--- config.mk ---
export PLATFORM = sky130hd
export DESIGN_NAME = line_addr_gen
export DESIGN_NICKNAME = d
export VERILOG_FILES = /design/src/rtl/lag_pkg.sv /design/src/rtl/lag_rec_ctr.sv /design/src/rtl/lag_line_ctl.sv /design/src/rtl/line_addr_gen.sv
export SDC_FILE = /design/constraint.sdc
export NUM_CORES = 1
export LEC_CHECK = 0
export BUFFER_PORTS_ARGS = -buffer_cell sky130_fd_sc_hd__buf_4
export CORE_ASPECT_RATIO = 0.8
export CORE_MARGIN = 2
export CORE_UTILIZATION = 63
export CTS_BUF_LIST = sky130_fd_sc_hd__clkbuf_16
export CTS_CLUSTER_DIAMETER = 200
export DETAILED_ROUTE_END_ITERATION = 10
export PLACE_DENSITY = 0.94
export SLEW_MARGIN = 20
export SYNTH_ARGS = -nofsm -noshare
export SYNTH_HDL_FRONTEND = slang
export SYNTH_SLANG_ARGS = --single-unit
--- constraint.sdc ---
create_clock -name clk -period 20 [get_ports clk]
set_input_delay 4 -clock clk [delete_from_list [all_inputs] [get_ports clk]]
set_output_delay 4 -clock clk [all_outputs]
set_load 0.005 [all_outputs]
--- src/rtl/lag_pkg.sv ---
package lag_pkg;

    // How the current line is closed in a given cycle
    typedef enum logic [1:0] {
        ADV_NONE   = 2'd0,  // line stays open
        ADV_FULL   = 2'd1,  // N records done, natural step
        ADV_SHORT  = 2'd2,  // early line-start, line marked invalid
        ADV_ABSORB = 2'd3   // line-start on an empty line, no effect
    } adv_kind_e;

endpackage

--- src/rtl/lag_rec_ctr.sv ---
module lag_rec_ctr #(
    parameter int LEN_W  = 16,
    parameter int DROP_W = 16
) (
    input  logic              clk,
    input  logic              rst_n,
    input  logic              a_trig,
    input  logic [LEN_W-1:0]  cfg_rec_len,
    output logic              busy,
    output logic [LEN_W-1:0]  smp_idx,
    output logic              rec_start,
    output logic              rec_done,
    output logic [DROP_W-1:0] drop_cnt
);

    typedef struct packed {
        logic              busy;
        logic [LEN_W-1:0]  smp;
        logic [DROP_W-1:0] drops;
    } rec_st_t;

    rec_st_t st_d, st_q;

    always_comb begin
        st_d      = st_q;
        rec_start = a_trig && !st_q.busy;
        rec_done  = st_q.busy && (st_q.smp == cfg_rec_len - LEN_W'(1));

        if (rec_start) begin
            st_d.busy = 1'b1;
            st_d.smp  = '0;
        end else if (st_q.busy) begin
            if (rec_done) begin
                st_d.busy = 1'b0;
                st_d.smp  = '0;
            end else begin
                st_d.smp = st_q.smp + LEN_W'(1);
            end
        end

        if (a_trig && st_q.busy) begin
            st_d.drops = st_q.drops + DROP_W'(1);
        end
    end

    always_ff @(posedge clk) begin
        if (!rst_n) begin
            st_q <= '0;
        end else begin
            st_q <= st_d;
        end
    end

    assign busy     = st_q.busy;
    assign smp_idx  = st_q.smp;
    assign drop_cnt = st_q.drops;

    AST_DROP_COUNT: assert property (@(posedge clk) disable iff (!rst_n)
        (a_trig && st_q.busy) |=> (st_q.drops == $past(st_q.drops) + DROP_W'(1)));

    AST_SMP_BOUND: assert property (@(posedge clk) disable iff (!rst_n)
        st_q.busy |-> (st_q.smp < cfg_rec_len));

    AST_REC_CLOSES: assert property (@(posedge clk) disable iff (!rst_n)
        (st_q.busy && st_q.smp == cfg_rec_len - LEN_W'(1)) |=> !st_q.busy);

endmodule

--- src/rtl/lag_line_ctl.sv ---
module lag_line_ctl
    import lag_pkg::*;
#(
    parameter int ADDR_W = 24,
    parameter int LEN_W  = 16,
    parameter int RPL_W  = 16,
    parameter int LINE_W = 12
) (
    input  logic              clk,
    input  logic              rst_n,
    input  logic              b_trig,
    input  logic              busy,
    input  logic              rec_start,
    input  logic              rec_done,
    input  logic [LEN_W-1:0]  cfg_rec_len,
    input  logic [RPL_W-1:0]  cfg_recs_per_line,
    input  logic [LINE_W-1:0] cfg_lines,
    input  logic              cfg_flag_en,
    output logic [ADDR_W-1:0] rec_base,
    output logic              flag_we,
    output logic [LINE_W-1:0] flag_idx
);

    typedef struct packed {
        logic [LINE_W-1:0] line;
        logic [ADDR_W-1:0] line_base;
        logic [ADDR_W-1:0] nxt_off;
        logic [ADDR_W-1:0] cur_off;
        logic [RPL_W-1:0]  rc;
        logic              pend;
        logic              flag_we;
        logic [LINE_W-1:0] flag_idx;
    } line_st_t;

    line_st_t  ln_d, ln_q;
    adv_kind_e kind;
    logic      pend;
    logic [ADDR_W-1:0] stride;

    always_comb begin
        stride = ADDR_W'(cfg_rec_len) * ADDR_W'(cfg_recs_per_line);
        ln_d         = ln_q;
        ln_d.flag_we = 1'b0;
        pend         = ln_q.pend || b_trig;
        kind         = ADV_NONE;

        // a full line closes first; a pending line-start waits for the record
        if (rec_done && ln_q.rc == cfg_recs_per_line) begin
            kind = ADV_FULL;
        end else if (pend && (!busy || rec_done)) begin
            kind = (ln_q.rc != '0) ? ADV_SHORT : ADV_ABSORB;
        end

        ln_d.pend = (kind == ADV_NONE) ? pend : 1'b0;

        if (kind == ADV_SHORT) begin
            ln_d.flag_we  = cfg_flag_en;
            ln_d.flag_idx = ln_q.line;
        end

        if (kind == ADV_FULL || kind == ADV_SHORT) begin
            if (ln_q.line == cfg_lines - LINE_W'(1)) begin
                ln_d.line      = '0;
                ln_d.line_base = '0;
            end else begin
                ln_d.line      = ln_q.line + LINE_W'(1);
                ln_d.line_base = ln_q.line_base + stride;
            end
            ln_d.nxt_off = '0;
            ln_d.rc      = '0;
        end

        // a record accepted this edge lands on the line as updated above
        if (rec_start) begin
            ln_d.cur_off = ln_d.nxt_off;
            ln_d.nxt_off = ln_d.nxt_off + ADDR_W'(cfg_rec_len);
            ln_d.rc      = ln_d.rc + RPL_W'(1);
        end
    end

    always_ff @(posedge clk) begin
        if (!rst_n) begin
            ln_q <= '0;
        end else begin
            ln_q <= ln_d;
        end
    end

    assign rec_base = ln_q.line_base + ln_q.cur_off;
    assign flag_we  = ln_q.flag_we;
    assign flag_idx = ln_q.flag_idx;

    AST_RC_BOUND: assert property (@(posedge clk) disable iff (!rst_n)
        ln_q.rc <= cfg_recs_per_line);

    AST_FLAG_GATED: assert property (@(posedge clk) disable iff (!rst_n)
        ln_q.flag_we |-> cfg_flag_en);

    AST_FLAG_PULSE: assert property (@(posedge clk) disable iff (!rst_n)
        ln_q.flag_we |=> !ln_q.flag_we);

    AST_LINE_RANGE: assert property (@(posedge clk) disable iff (!rst_n)
        ln_q.line < cfg_lines);

    AST_FLAG_NO_RECORD: assert property (@(posedge clk) disable iff (!rst_n)
        ln_q.flag_we |-> (ln_q.rc <= RPL_W'(1)));

endmodule

--- src/rtl/line_addr_gen.sv ---
module line_addr_gen #(
    parameter int ADDR_W = 24,
    parameter int LEN_W  = 16,
    parameter int RPL_W  = 16,
    parameter int LINE_W = 12,
    parameter int DROP_W = 16
) (
    input  logic              clk,
    input  logic              rst_n,
    input  logic              a_trig,
    input  logic              b_trig,
    input  logic [LEN_W-1:0]  cfg_rec_len,
    input  logic [RPL_W-1:0]  cfg_recs_per_line,
    input  logic [LINE_W-1:0] cfg_lines,
    input  logic              cfg_flag_en,
    output logic              wr_en,
    output logic [ADDR_W-1:0] wr_addr,
    output logic              flag_we,
    output logic [LINE_W-1:0] flag_addr,
    output logic [31:0]       flag_data,
    output logic [DROP_W-1:0] drop_cnt
);

    logic              busy;
    logic              rec_start;
    logic              rec_done;
    logic [LEN_W-1:0]  smp_idx;
    logic [ADDR_W-1:0] rec_base;

    lag_rec_ctr #(
        .LEN_W  (LEN_W),
        .DROP_W (DROP_W)
    ) u_rec (
        .clk         (clk),
        .rst_n       (rst_n),
        .a_trig      (a_trig),
        .cfg_rec_len (cfg_rec_len),
        .busy        (busy),
        .smp_idx     (smp_idx),
        .rec_start   (rec_start),
        .rec_done    (rec_done),
        .drop_cnt    (drop_cnt)
    );

    lag_line_ctl #(
        .ADDR_W (ADDR_W),
        .LEN_W  (LEN_W),
        .RPL_W  (RPL_W),
        .LINE_W (LINE_W)
    ) u_line (
        .clk               (clk),
        .rst_n             (rst_n),
        .b_trig            (b_trig),
        .busy              (busy),
        .rec_start         (rec_start),
        .rec_done          (rec_done),
        .cfg_rec_len       (cfg_rec_len),
        .cfg_recs_per_line (cfg_recs_per_line),
        .cfg_lines         (cfg_lines),
        .cfg_flag_en       (cfg_flag_en),
        .rec_base          (rec_base),
        .flag_we           (flag_we),
        .flag_idx          (flag_addr)
    );

    assign wr_en     = busy;
    assign wr_addr   = rec_base + ADDR_W'(smp_idx);
    assign flag_data = '0;

    AST_ADDR_INC: assert property (@(posedge clk) disable iff (!rst_n)
        (wr_en && $past(wr_en)) |-> (wr_addr == $past(wr_addr) + ADDR_W'(1)));

    AST_START_NEXT: assert property (@(posedge clk) disable iff (!rst_n)
        (a_trig && !wr_en) |=> wr_en);

endmodule

== Yosys cells after proc, flatten, opt, wreduce, memory -nomap -nowiden ==
Index checks and enable logic that the tools add are counted.

* Logic and storage cells: 53
* Bits of input ports: 49
* Output and inout bits: 86
* Register bits after elaboration: 147

* Add/sub/neg operators: 10
* Multiplexer cells: 11
* Bitwise logic cells: 1
* Reductions and logical operators: 14
* $mul: 1
* Eq/ne operators: 5

{| class="wikitable"
|+ Operator list
! operator !! count
|-
| 64-bit two-way mux || 1
|-
| 16-bit by 1-bit adder with 16-bit output, second input constant || 3
|-
| 24-bit by 16-bit adder with 24-bit output || 2
|-
| 24-bit adder || 2
|-
| 36-bit two-way mux || 1
|-
| 17-bit two-way mux || 2
|-
| 16-bit == test || 2
|-
| 16-bit two-way mux || 2
|-
| 16-bit by 16-bit multiplier with 24-bit output || 1
|-
| 24-bit two-way mux || 1
|-
| 16-bit nonzero test || 1
|-
| 16-bit by 1-bit subtractor with 16-bit output, second input constant || 1
|-
| 12-bit by 1-bit adder with 12-bit output, second input constant || 1
|-
| 12-bit == test || 1
|-
| 12-bit by 1-bit subtractor with 12-bit output, second input constant || 1
|-
| 1-bit logical AND || 5
|-
| 2-bit two-way mux || 2
|-
| 2-bit AND reduction || 2
|-
| 1-bit logical OR || 3
|-
| 2-bit by 1-bit == test with 1-bit output, second input constant || 1
|-
| 2-bit == test, second input constant || 1
|-
| 2-bit logical NOT || 1
|-
| 1-bit two-way mux || 2
|-
| 2-bit OR reduction || 1
|-
| other kinds (2) || 2
|}

== Longest topological paths before layout ==
Gate-level depths: netlist of run 1.

* Depth after elaboration: 12
* Mapped depth: 29
* Depth with buffers taken out: 23

== Hierarchy ==
A second synthesis of run 1 with hierarchy kept.

* Cell total of the unflattened synthesis: 2154
* Area total of the unflattened synthesis: 18002.3 um^2

{| class="wikitable"
|+ Modules (own cells, without submodules)
! module !! instances !! seq. area each (um^2) !! cells an instance !! area each (um^2)
|-
| lag_line_ctl || 1 || 2282.2 || 1753 || 14725.4
|-
| lag_rec_ctr || 1 || 660.6 || 249 || 2108.3
|-
| line_addr_gen || 1 || 0.0 || 152 || 1168.6
|}

== Least setup slack after synthesis of run 1 ==
OpenSTA, ideal clock, no wires.

* Path kind: input to register
* Start: in cfg_rec_len[1]
* End: reg u_line.ln_q[72] (netlist bit)
* Setup time: 0.128 ns
* Arrival time: 9.859 ns
* Stages on the path: 28
* Setup slack: 10.014 ns
* Buffers on the path: 6
* Required time: 19.872 ns
* Path through: clkbuf_1 clkbuf_1 inv_1 ha_1 nand2b_1 clkbuf_1 or4_1 clkbuf_2 or4b_1 a21oi_1 nor3_1 or4_1 o32a_1 ha_1 clkbuf_1 clkbuf_1 nor2b_1 ha_1 inv_1 fa_1 nand2b_1 a21oi_1 o21ai_0 a311oi_1 o21ai_0 o21ai_0 xnor2_1 nor2_1

* Longest elaborated chain between the ends: 12
* Elaborated cells on any way between the ends: 14
* Those cells by class: add/sub (2); eq/ne (3); mux (4); reduce/logical (5)

{| class="wikitable"
|+ Ends and longest elaborated chain
! item !! line !! source
|-
| from (decl) || line_addr_gen.sv:12 || <nowiki>input logic [LEN_W-1:0] cfg_rec_len,</nowiki>
|-
| 16-bit by 1-bit subtractor with 16-bit output || lag_rec_ctr.sv:27 || <nowiki>rec_done = st_q.busy && (st_q.smp == cfg_rec_len - LEN_W'(1));</nowiki>
|-
| 16-bit == test || lag_rec_ctr.sv:27 ||
|-
| 1-bit logical AND || lag_rec_ctr.sv:27 ||
|-
| 1-bit logical OR || lag_line_ctl.sv:50 || <nowiki>end else if (pend && (!busy || rec_done)) begin</nowiki>
|-
| 1-bit logical AND || lag_line_ctl.sv:50 ||
|-
| 2-bit two-way mux || lag_line_ctl.sv:50 ||
|-
| 2-bit two-way mux || lag_line_ctl.sv:48 || <nowiki>if (rec_done && ln_q.rc == cfg_recs_per_line) begin</nowiki>
|-
| 2-bit by 1-bit == test with 1-bit output / 2-bit == test (equally long branches) || lag_line_ctl.sv:61 || <nowiki>if (kind == ADV_FULL || kind == ADV_SHORT) begin</nowiki>
|-
| 1-bit logical OR || lag_line_ctl.sv:61 ||
|-
| 24-bit two-way mux || lag_line_ctl.sv:61 ||
|-
| 24-bit by 16-bit adder with 24-bit output || lag_line_ctl.sv:76 || <nowiki>ln_d.nxt_off = ln_d.nxt_off + ADDR_W'(cfg_rec_len);</nowiki>
|-
| 64-bit two-way mux * || lag_line_ctl.sv:74 || <nowiki>if (rec_start) begin</nowiki>
|-
| to (signal assigned) || lag_line_ctl.sv:85 || <nowiki>ln_q <= ln_d;</nowiki>
|-
| to (decl) || lag_line_ctl.sv:35 || <nowiki>line_st_t ln_d, ln_q;</nowiki>
|}

Mark *: on every way between the ends. The rest lies on a longest branch, timed or not.
A chain may end at the register's enable or synchronous reset.

== Worst setup path after layout of run 1 ==
* Start: in cfg_rec_len[3]
* End: reg u_line.ln_q[77] (netlist bit)

The elaborated chain is that of the path after synthesis.

==> impl_metrics.py, run 1 <==
metrics = {
    "outcome": {
        "result_of_the_run": "finished clean",
    },
    "pwr": {
        "p_leak_nw": 8.68,
        "power.ir.vdd_worst_uv": 187,
        "power-per-cell-area_nw_per_um2": 149,
    },
    "sta": {
        "timing.max_slew.rel_slack_pct": 40.1,
        "final_hold_viol_count": 0,
        "finalSetupTns_ns": 0,
        "timing.fmax_mhz": 95.5,
        "maxSlewViolCount": 0,
        "max_slew.worst_pin.slew_ns": 0.898,
        "post-route-period-util_pct": 52.3,
        "setup_viol": 0,
        "period_needed_ns": 10.47,
        "unrepaired_setup_endpoints_after_global_routing": "no",
        "final_critical_path_setup_slack_ns": 9.53,
        "fin_skew_ns": 0.00857,
    },
    "logic_synthesis": {
        "yosys_most_used_dff": "dfxtp_1",
        "synthDominantCellAreaShare_pct": 24.3,
        "avgSynthCellArea_sq_um": 8.26,
        "synth.cell_area_sq_um": 17100,
        "synth_cells": 2072,
        "yosys.area_share.simple_pct": 19.9,
        "synth_edf_count": 0,
        "synth_cell_type_count": 69,
        "post_synth_fa_ha_maj_area_fraction_pct": 33.5,
        "post_synth_main_area_contributors": "fa_1, dfxtp_1, ha_1",
        "synth_compound_area_share_pct": 9.20,
        "synth_commonest_cells": "nand2_1, inv_1, fa_1",
        "synth_top_area_cell": "fa_1",
        "xor_xnor_portion_of_the_synthesized_cell_area_pct": 8.59,
        "synth_async_sr_flop_share_pct": 0,
        "count_leader_synth": "nand2_1",
        "synth-warning-count": 0,
        "synth_seq_area_share_pct": 17.2,
        "synth_top_family_by_area": "adder cells",
        "flop_and_latch_count_out_of_synthesis": 147,
        "synth.area.mux_share_pct": 1.08,
    },
    "detailed_routing": {
        "route.final.wire_length_um": 48000,
        "num_vias": 14900,
        "detail_route.first_pass.iterations": 9,
        "number_of_drc_violations_after_detailed_routing": 0,
        "vias_per_cell": 6.04,
        "initialDrtViolationCount": 1519,
        "drt.antenna.violating_nets": 0,
        "routed_wire_length_per_instance_um": 19.5,
    },
    "setup_path": {
        "worstPathRequired_ns": 20.38,
        "critPathLaunchType": "primary input",
        "rrSetupSlack_ns": 14.12,
        "r2r-start": "u_rec.smp_idx[14]",
        "critical_path_cell_with_the_highest_stage_delay": "or4_1",
        "crit_cells": 20,
        "worst_path_dominant_cell_family": "simple AND/OR/NAND/NOR gates",
        "worst_setup_path_end_kind": "flip-flop",
        "critical_path.max_stage_delay_ns": 0.69,
        "critical-path-top-cell-by-count": "or4_1",
        "destination_of_the_critical_timing_path": "u_line.ln_q[77]",
        "timing.critical_path.from": "cfg_rec_len[3]",
        "ws_path_type": "in2reg",
        "worstPathBufferInverterCount": 2,
        "crit_path_cell_trace": "buf_4 -> or4_1 -> or4_1 -> or4b_1 -> a21oi_1 -> nor3_1 -> or4_1 -> o32a_1 -> ha_1 -> buf_4 -> nor2b_1 -> ha_1 -> o21ai_0 -> o21a_1 -> o21ai_0 -> nand3_1 -> o211ai_1 -> a41oi_1 -> or3_1 -> a21oi_1",
        "critical_path.max_fanout": 45,
        "worst_ep_arrival_time_ns": 10.85,
        "r2r_end": "u_line.ln_q[77]",
        "rr_worst_depth": 19,
    },
    "cts": {
        "cts_made_buffers": 17,
        "cts_setup_buffers": 0,
        "clk_pin_slew_ns": 0.06,
        "ctsLongestPathBuffers": 2,
        "clock_tree.root_cell": "clkbuf_16",
        "worst_skew_pair.late_latency_ns": 0.46,
        "clock_sink_count": 147,
        "postCtsResizedCells": 0,
        "number_of_h_tree_branching_levels": 4,
        "holdBufCountCts": 0,
        "cts_tree": "yes",
    },
    "floorplanning": {
        "die-width_um": 188,
        "num_rows": 53,
        "die_height_um": 151,
        "core_sq_um": 26500,
        "start_util_pct": 64.6,
        "num_io_pins": 135,
        "die_area_sq_um": 28500,
    },
    "cells_and_area": {
        "area.growth.synth_to_final_pct": 6.96,
        "fillCellCount": 1890,
        "final_net_count": 2473,
        "fin_util_pct": 69.1,
        "drive_gt1_share_pct": 7.19,
    },
    "hold_path": {
        "hold-path-cell-count": 2,
        "worst_hold_path_type": "reg2reg",
    },
    "global_routing": {
        "number_of_antenna_violations_at_the_first_check_in_global_routing": 1,
        "grt_pass1_vias": 15200,
        "global_route_overflow": 0,
        "pin_count_of_the_biggest_net_entering_global_routing": 78,
        "grtUsageTotal_pct": 34.4,
        "grt_first_pass_wirelength_um": 76300,
    },
    "job": {
        "maxCapViolations": 0,
    },
    "placed_design": {
        "gpl.final_weighted_congestion": 0.959,
        "detailedPlace.worstSlack_ns": 9.39,
        "dp_hpwl_um": 35000,
        "placement.io_buffers": 102,
    },
}
[metrics by stage]
stage	hold slack, ns	instance area, sq um	power [mW]	cells
finish	0.461	18300	2.73	2459
global route	0.480	18300	2.96	2458
CTS	0.463	18300	2.68	2458
detailed placement	0.457	17800	2.36	2429
global placement	0.449	17800	2.23	2429
floorplan	0.436	17200	1.91	2103
[tightest hold or removal path, stage by stage (launching register included)]
cell	delay, ns
dfxtp_1	0.31
nand2_1	0.05
a21oi_1	0.05
[area by class of cell]
| class | instances | area [sq um] | share of cell area, % |
|---|---|---|---|
| sequential | 147 | 2940 | 16.1 |
| timing repair buffer | 108 | 811 | 4.43 |
| clock buffer | 17 | 425 | 2.32 |
| clock inverter | 12 | 87.6 | 0.478 |
| antenna | 1 | 2.50 | 0.0137 |
| inverter | 296 | 1110 | 6.07 |
| multi-input combinational | 1521 | 12500 | 68.2 |
| tap | 357 | 447 | 2.44 |
[worst min-delay path by stage]
stage / startpoint / endpoint / slack (ns)
after detailed placement: u_line.ln_q[51] / u_line.ln_q[51] / 0.46
after CTS: u_line.ln_q[51] / u_line.ln_q[51] / 0.46
after global routing: u_line.ln_q[51] / u_line.ln_q[51] / 0.48
final: u_line.ln_q[51] / u_line.ln_q[51] / 0.46
after global placement: u_line.ln_q[30] / u_line.ln_q[30] / 0.45
after floorplan: u_line.ln_q[48] / u_line.ln_q[48] / 0.44
[sequential cells by signal, summed over array words and instances, names as in the netlist]
signal,count
u_rec.drop_cnt,16
u_line.ln_q,101
u_line.flag_idx,12
u_line.flag_we,1
u_rec.smp_idx,16
u_rec.busy,1
[cell families (layout without fill, tap and decap cells)]
family	after synthesis	in the layout
other	1	33
and+or+nand+nor	719	719
adders and majority gates	333	333
DFF	147	147
buffers and inverters	435	433
muxes	18	18
xor gates and xnor gates	168	168
AOI/OAI and AO/OA	251	251
[power by group]
group	switching, mW	leakage [nW]	total (mW)	internal [mW]
clock network	0.140	0.251	0.297	0.157
logic	1.19	7.24	2.09	0.898
registers	0.0272	1.19	0.345	0.318
[layout by cell type, fill, tap and decap left out, types with 4 or more instances in the layout]
cell       count
a22o_1         6
and4_1         7
ha_1         125
o21ai_0       49
fa_1         208
a21oi_1       90
nand3_1       58
a211oi_1      13
or3_1         13
and3_1        22
conb_1        32
dfxtp_1      147
mux2_2         4
clkbuf_16     17
nor2b_1       31
nand4_1       16
o21a_1         8
mux2i_1       14
buf_4        108
nand2b_1      11
nor2_1       121
nor4_1        14
and2_1        76
nor3_1        24
xor2_1        78
a2111oi_0      5
a22oi_1        4
or4_1          5
a21o_1        16
xnor2_1       90
nand2_1      303
inv_1        295
a31oi_1       11
o21bai_1      12
o211ai_1      12
[layer usage]
layer	part of all wire, %	track usage (%)	routed length [um]
met2	46	57.5	22000
met4	5.4	18.3	2580
met1	36	41.2	17200
met3	13	9.17	6220
met5	0	0	0
Note: power is estimated with default switching activity, not from simulation.
==> run 2: changes to the inputs <==
--- a/config.mk
+++ b/config.mk
@@ -5,6 +5,7 @@
 export SDC_FILE = /design/constraint.sdc
 export NUM_CORES = 1
 export LEC_CHECK = 0
+export ABC_AREA = 1
 export BUFFER_PORTS_ARGS = -buffer_cell sky130_fd_sc_hd__buf_4
 export CORE_ASPECT_RATIO = 0.8
 export CORE_MARGIN = 2
==> constraint.sdc (replaced) <==
create_clock -name clk -period 11 [get_ports clk]
set_input_delay 2.2 -clock clk [delete_from_list [all_inputs] [get_ports clk]]
set_output_delay 2.2 -clock clk [all_outputs]
set_load 0.005 [all_outputs]
==> impl_metrics.py, run 2 <==
metrics = {
    "outcome": {
        "result_of_the_run": "finished clean",
    },
    "logic_synthesis": {
        "synth_cells": 2543,
        "flop_and_latch_count_out_of_synthesis": 147,
        "synthDominantCellAreaShare_pct": 23.1,
        "synth_seq_area_share_pct": 16.3,
        "synth.cell_area_sq_um": 18100,
        "count_leader_synth": "nand2_1",
        "post_synth_main_area_contributors": "fa_1, dfxtp_1, nand2_1",
        "synth_commonest_cells": "nand2_1, inv_1, fa_1",
        "synth_cell_type_count": 49,
        "synth-warning-count": 0,
        "yosys_most_used_dff": "dfxtp_1",
        "synth_edf_count": 0,
        "synth_top_area_cell": "fa_1",
        "synth_async_sr_flop_share_pct": 0,
        "avgSynthCellArea_sq_um": 7.10,
    },
    "detailed_routing": {
        "initialDrtViolationCount": 1888,
        "number_of_drc_violations_after_detailed_routing": 0,
        "vias_per_cell": 5.68,
        "routed_wire_length_per_instance_um": 17.7,
        "num_vias": 16800,
        "detail_route.first_pass.iterations": 7,
        "drt.antenna.violating_nets": 0,
        "route.final.wire_length_um": 52200,
    },
    "cts": {
        "clock_sink_count": 147,
        "cts_setup_buffers": 0,
        "number_of_h_tree_branching_levels": 4,
        "clk_pin_slew_ns": 0.07,
        "postCtsResizedCells": 0,
        "worst_skew_pair.late_latency_ns": 0.46,
        "cts_made_buffers": 17,
        "holdBufCountCts": 0,
        "clock_tree.root_cell": "clkbuf_16",
        "ctsLongestPathBuffers": 2,
        "cts_tree": "yes",
    },
    "cells_and_area": {
        "fin_area_sq_um": 19300,
        "seqCellArea_sq_um": 2940,
        "largest-register": "u_line.ln_q",
        "antenna-diode-count": 0,
        "layout_commonest_cell": "nand2_1",
        "flip_flop_count_of_the_largest_register_after_layout": 101,
        "fillCellCount": 2268,
        "drive_gt1_share_pct": 7.41,
        "area.growth.synth_to_final_pct": 6.82,
        "layout.cells.most_common_list": "nand2_1, inv_1, fa_1",
        "multiInputGateArea_sq_um": 12500,
        "final_net_count": 2948,
    },
    "placed_design": {
        "placed_area_sq_um": 18700,
        "dp_hpwl_um": 40700,
        "placement.io_buffers": 102,
        "gpl.final_weighted_congestion": 0.948,
    },
    "pwr": {
        "p_leak_nw": 10.3,
        "power_frac_clock_pct": 11.3,
        "switching_share_pct": 54.6,
        "power.ir.vdd_worst_uv": 873,
        "comb_power_share_pct": 76.7,
        "relative_contribution_of_sequential_cells_to_total_power_pct": 12.1,
        "power-per-cell-area_nw_per_um2": 281,
        "power_report.internal_total_mw": 2.46,
        "total_switching_power_mw": 2.96,
    },
    "sta": {
        "max_slew.worst_pin.slew_ns": 0.960,
        "period_needed_ns": 7.43,
        "post-route-period-util_pct": 67.6,
        "fin_skew_ns": 0.0218,
        "timing.fmax_mhz": 135,
        "unrepaired_setup_endpoints_after_global_routing": "no",
        "timing.max_slew.rel_slack_pct": 35.9,
        "finalSetupTns_ns": 0,
        "setup_viol": 0,
        "final_hold_viol_count": 0,
        "maxSlewViolCount": 0,
    },
    "setup_path": {
        "critical_path_cell_with_the_highest_stage_delay": "ha_1",
        "worst_ep_arrival_time_ns": 7.81,
        "ws_path_type": "in2reg",
        "worstPathRequired_ns": 11.38,
        "critical-path-top-cell-by-count": "nand2_1",
        "critical_path.max_stage_delay_ns": 0.52,
        "critPathLaunchType": "primary input",
        "worst_setup_path_end_kind": "flip-flop",
        "critical_path.max_fanout": 19,
        "rr_worst_depth": 30,
    },
    "global_routing": {
        "grtUsageTotal_pct": 34.8,
        "grt_pass1_vias": 16500,
        "pin_count_of_the_biggest_net_entering_global_routing": 56,
        "number_of_antenna_violations_at_the_first_check_in_global_routing": 0,
        "global_route_overflow": 0,
        "grt_first_pass_wirelength_um": 83000,
    },
    "floorplanning": {
        "start_util_pct": 64.0,
        "core_sq_um": 28200,
        "die_area_sq_um": 30100,
        "num_rows": 55,
        "die_height_um": 155,
        "die-width_um": 193,
        "num_io_pins": 135,
    },
    "hold_path": {
        "worst_hold_path_type": "reg2reg",
        "hold-path-cell-count": 2,
    },
    "job": {
        "maxCapViolations": 0,
    },
}
==> run 2: through the flow <==
| step | hold WS, ns | total power [mW] | setup slack (ns) | utilization (%) | std cells |
|---|---|---|---|---|---|
| finish | 0.474 | 5.42 | 3.57 | 68.4 | 2949 |
| floorplan | 0.422 | 3.73 | 3.46 | - | 2574 |
| global placement | 0.438 | 4.54 | 3.50 | 66.3 | 2917 |
| CTS | 0.475 | 5.32 | 3.72 | 68.4 | 2949 |
| global route | 0.505 | 5.96 | 3.17 | 68.4 | 2949 |
| detailed placement | 0.450 | 4.69 | 3.34 | 66.3 | 2917 |
==> run 2: kinds of logic (layout without fill, tap and decap cells) <==
family,Yosys count,in the layout,share of synthesized area [%]
compound gates,283,283,8.54
xor+xnor,92,92,4.50
fa+ha+maj,333,333,31.7
buf+inv,663,668,15.1
flops,147,147,16.3
other cells,1,32,0.0208
simple gates,1024,1024,23.9
==> run 2: area by class of cell <==
cell class | instances | share of cell area, %
clock buffers | 17 | 2.20
inverters | 530 | 10.3
clock inverters | 15 | 0.836
multi-input cells | 1764 | 64.9
well taps | 370 | 2.40
flip-flops and latches | 147 | 15.3
repair buffers | 106 | 4.12
==> run 2: worst paths after layout <==
path,slack [ns],start,end
setup / recovery,3.57,cfg_rec_len[0],u_line.ln_q[74]
setup reg to reg,5.62,u_rec.smp_idx[3],u_line.ln_q[74]
hold reg to reg,0.47,u_line.ln_q[52],u_line.ln_q[52]
hold / removal,0.47,u_line.ln_q[52],u_line.ln_q[52]
==> run 2: critical path, delay by kind of cell <==
| family | cells | cell delay [ns] |
|---|---|---|
| adder cells (fa/ha/maj) | 4 | 1.41 |
| AO/OA/AOI/OAI | 2 | 0.46 |
| AND/OR/NAND/NOR | 19 | 2.57 |
| buffers and inverters | 7 | 1.13 |
==> run 2: power by group through the flow <==
| stage | Combinational, mW | Sequential [mW] | Clock (mW) |
|---|---|---|---|
| after floorplan | 3.11 | 0.620 | 0 |
| after detailed placement | 4.03 | 0.659 | 0 |
| after CTS | 4.06 | 0.648 | 0.610 |
| after global placement | 3.88 | 0.656 | 0 |
| final | 4.16 | 0.653 | 0.610 |
| after global routing | 4.67 | 0.655 | 0.633 |
==> run 2: routing by layer <==
layer  up-vias  GRT usage (%)  part of all wire [%]
met1      7938           44.6                    40
met2       930           57.0                    45
met4         0           11.9                   3.0
met3       165           9.62                    12
met5         -              0                     0
li1       7717              -                     -
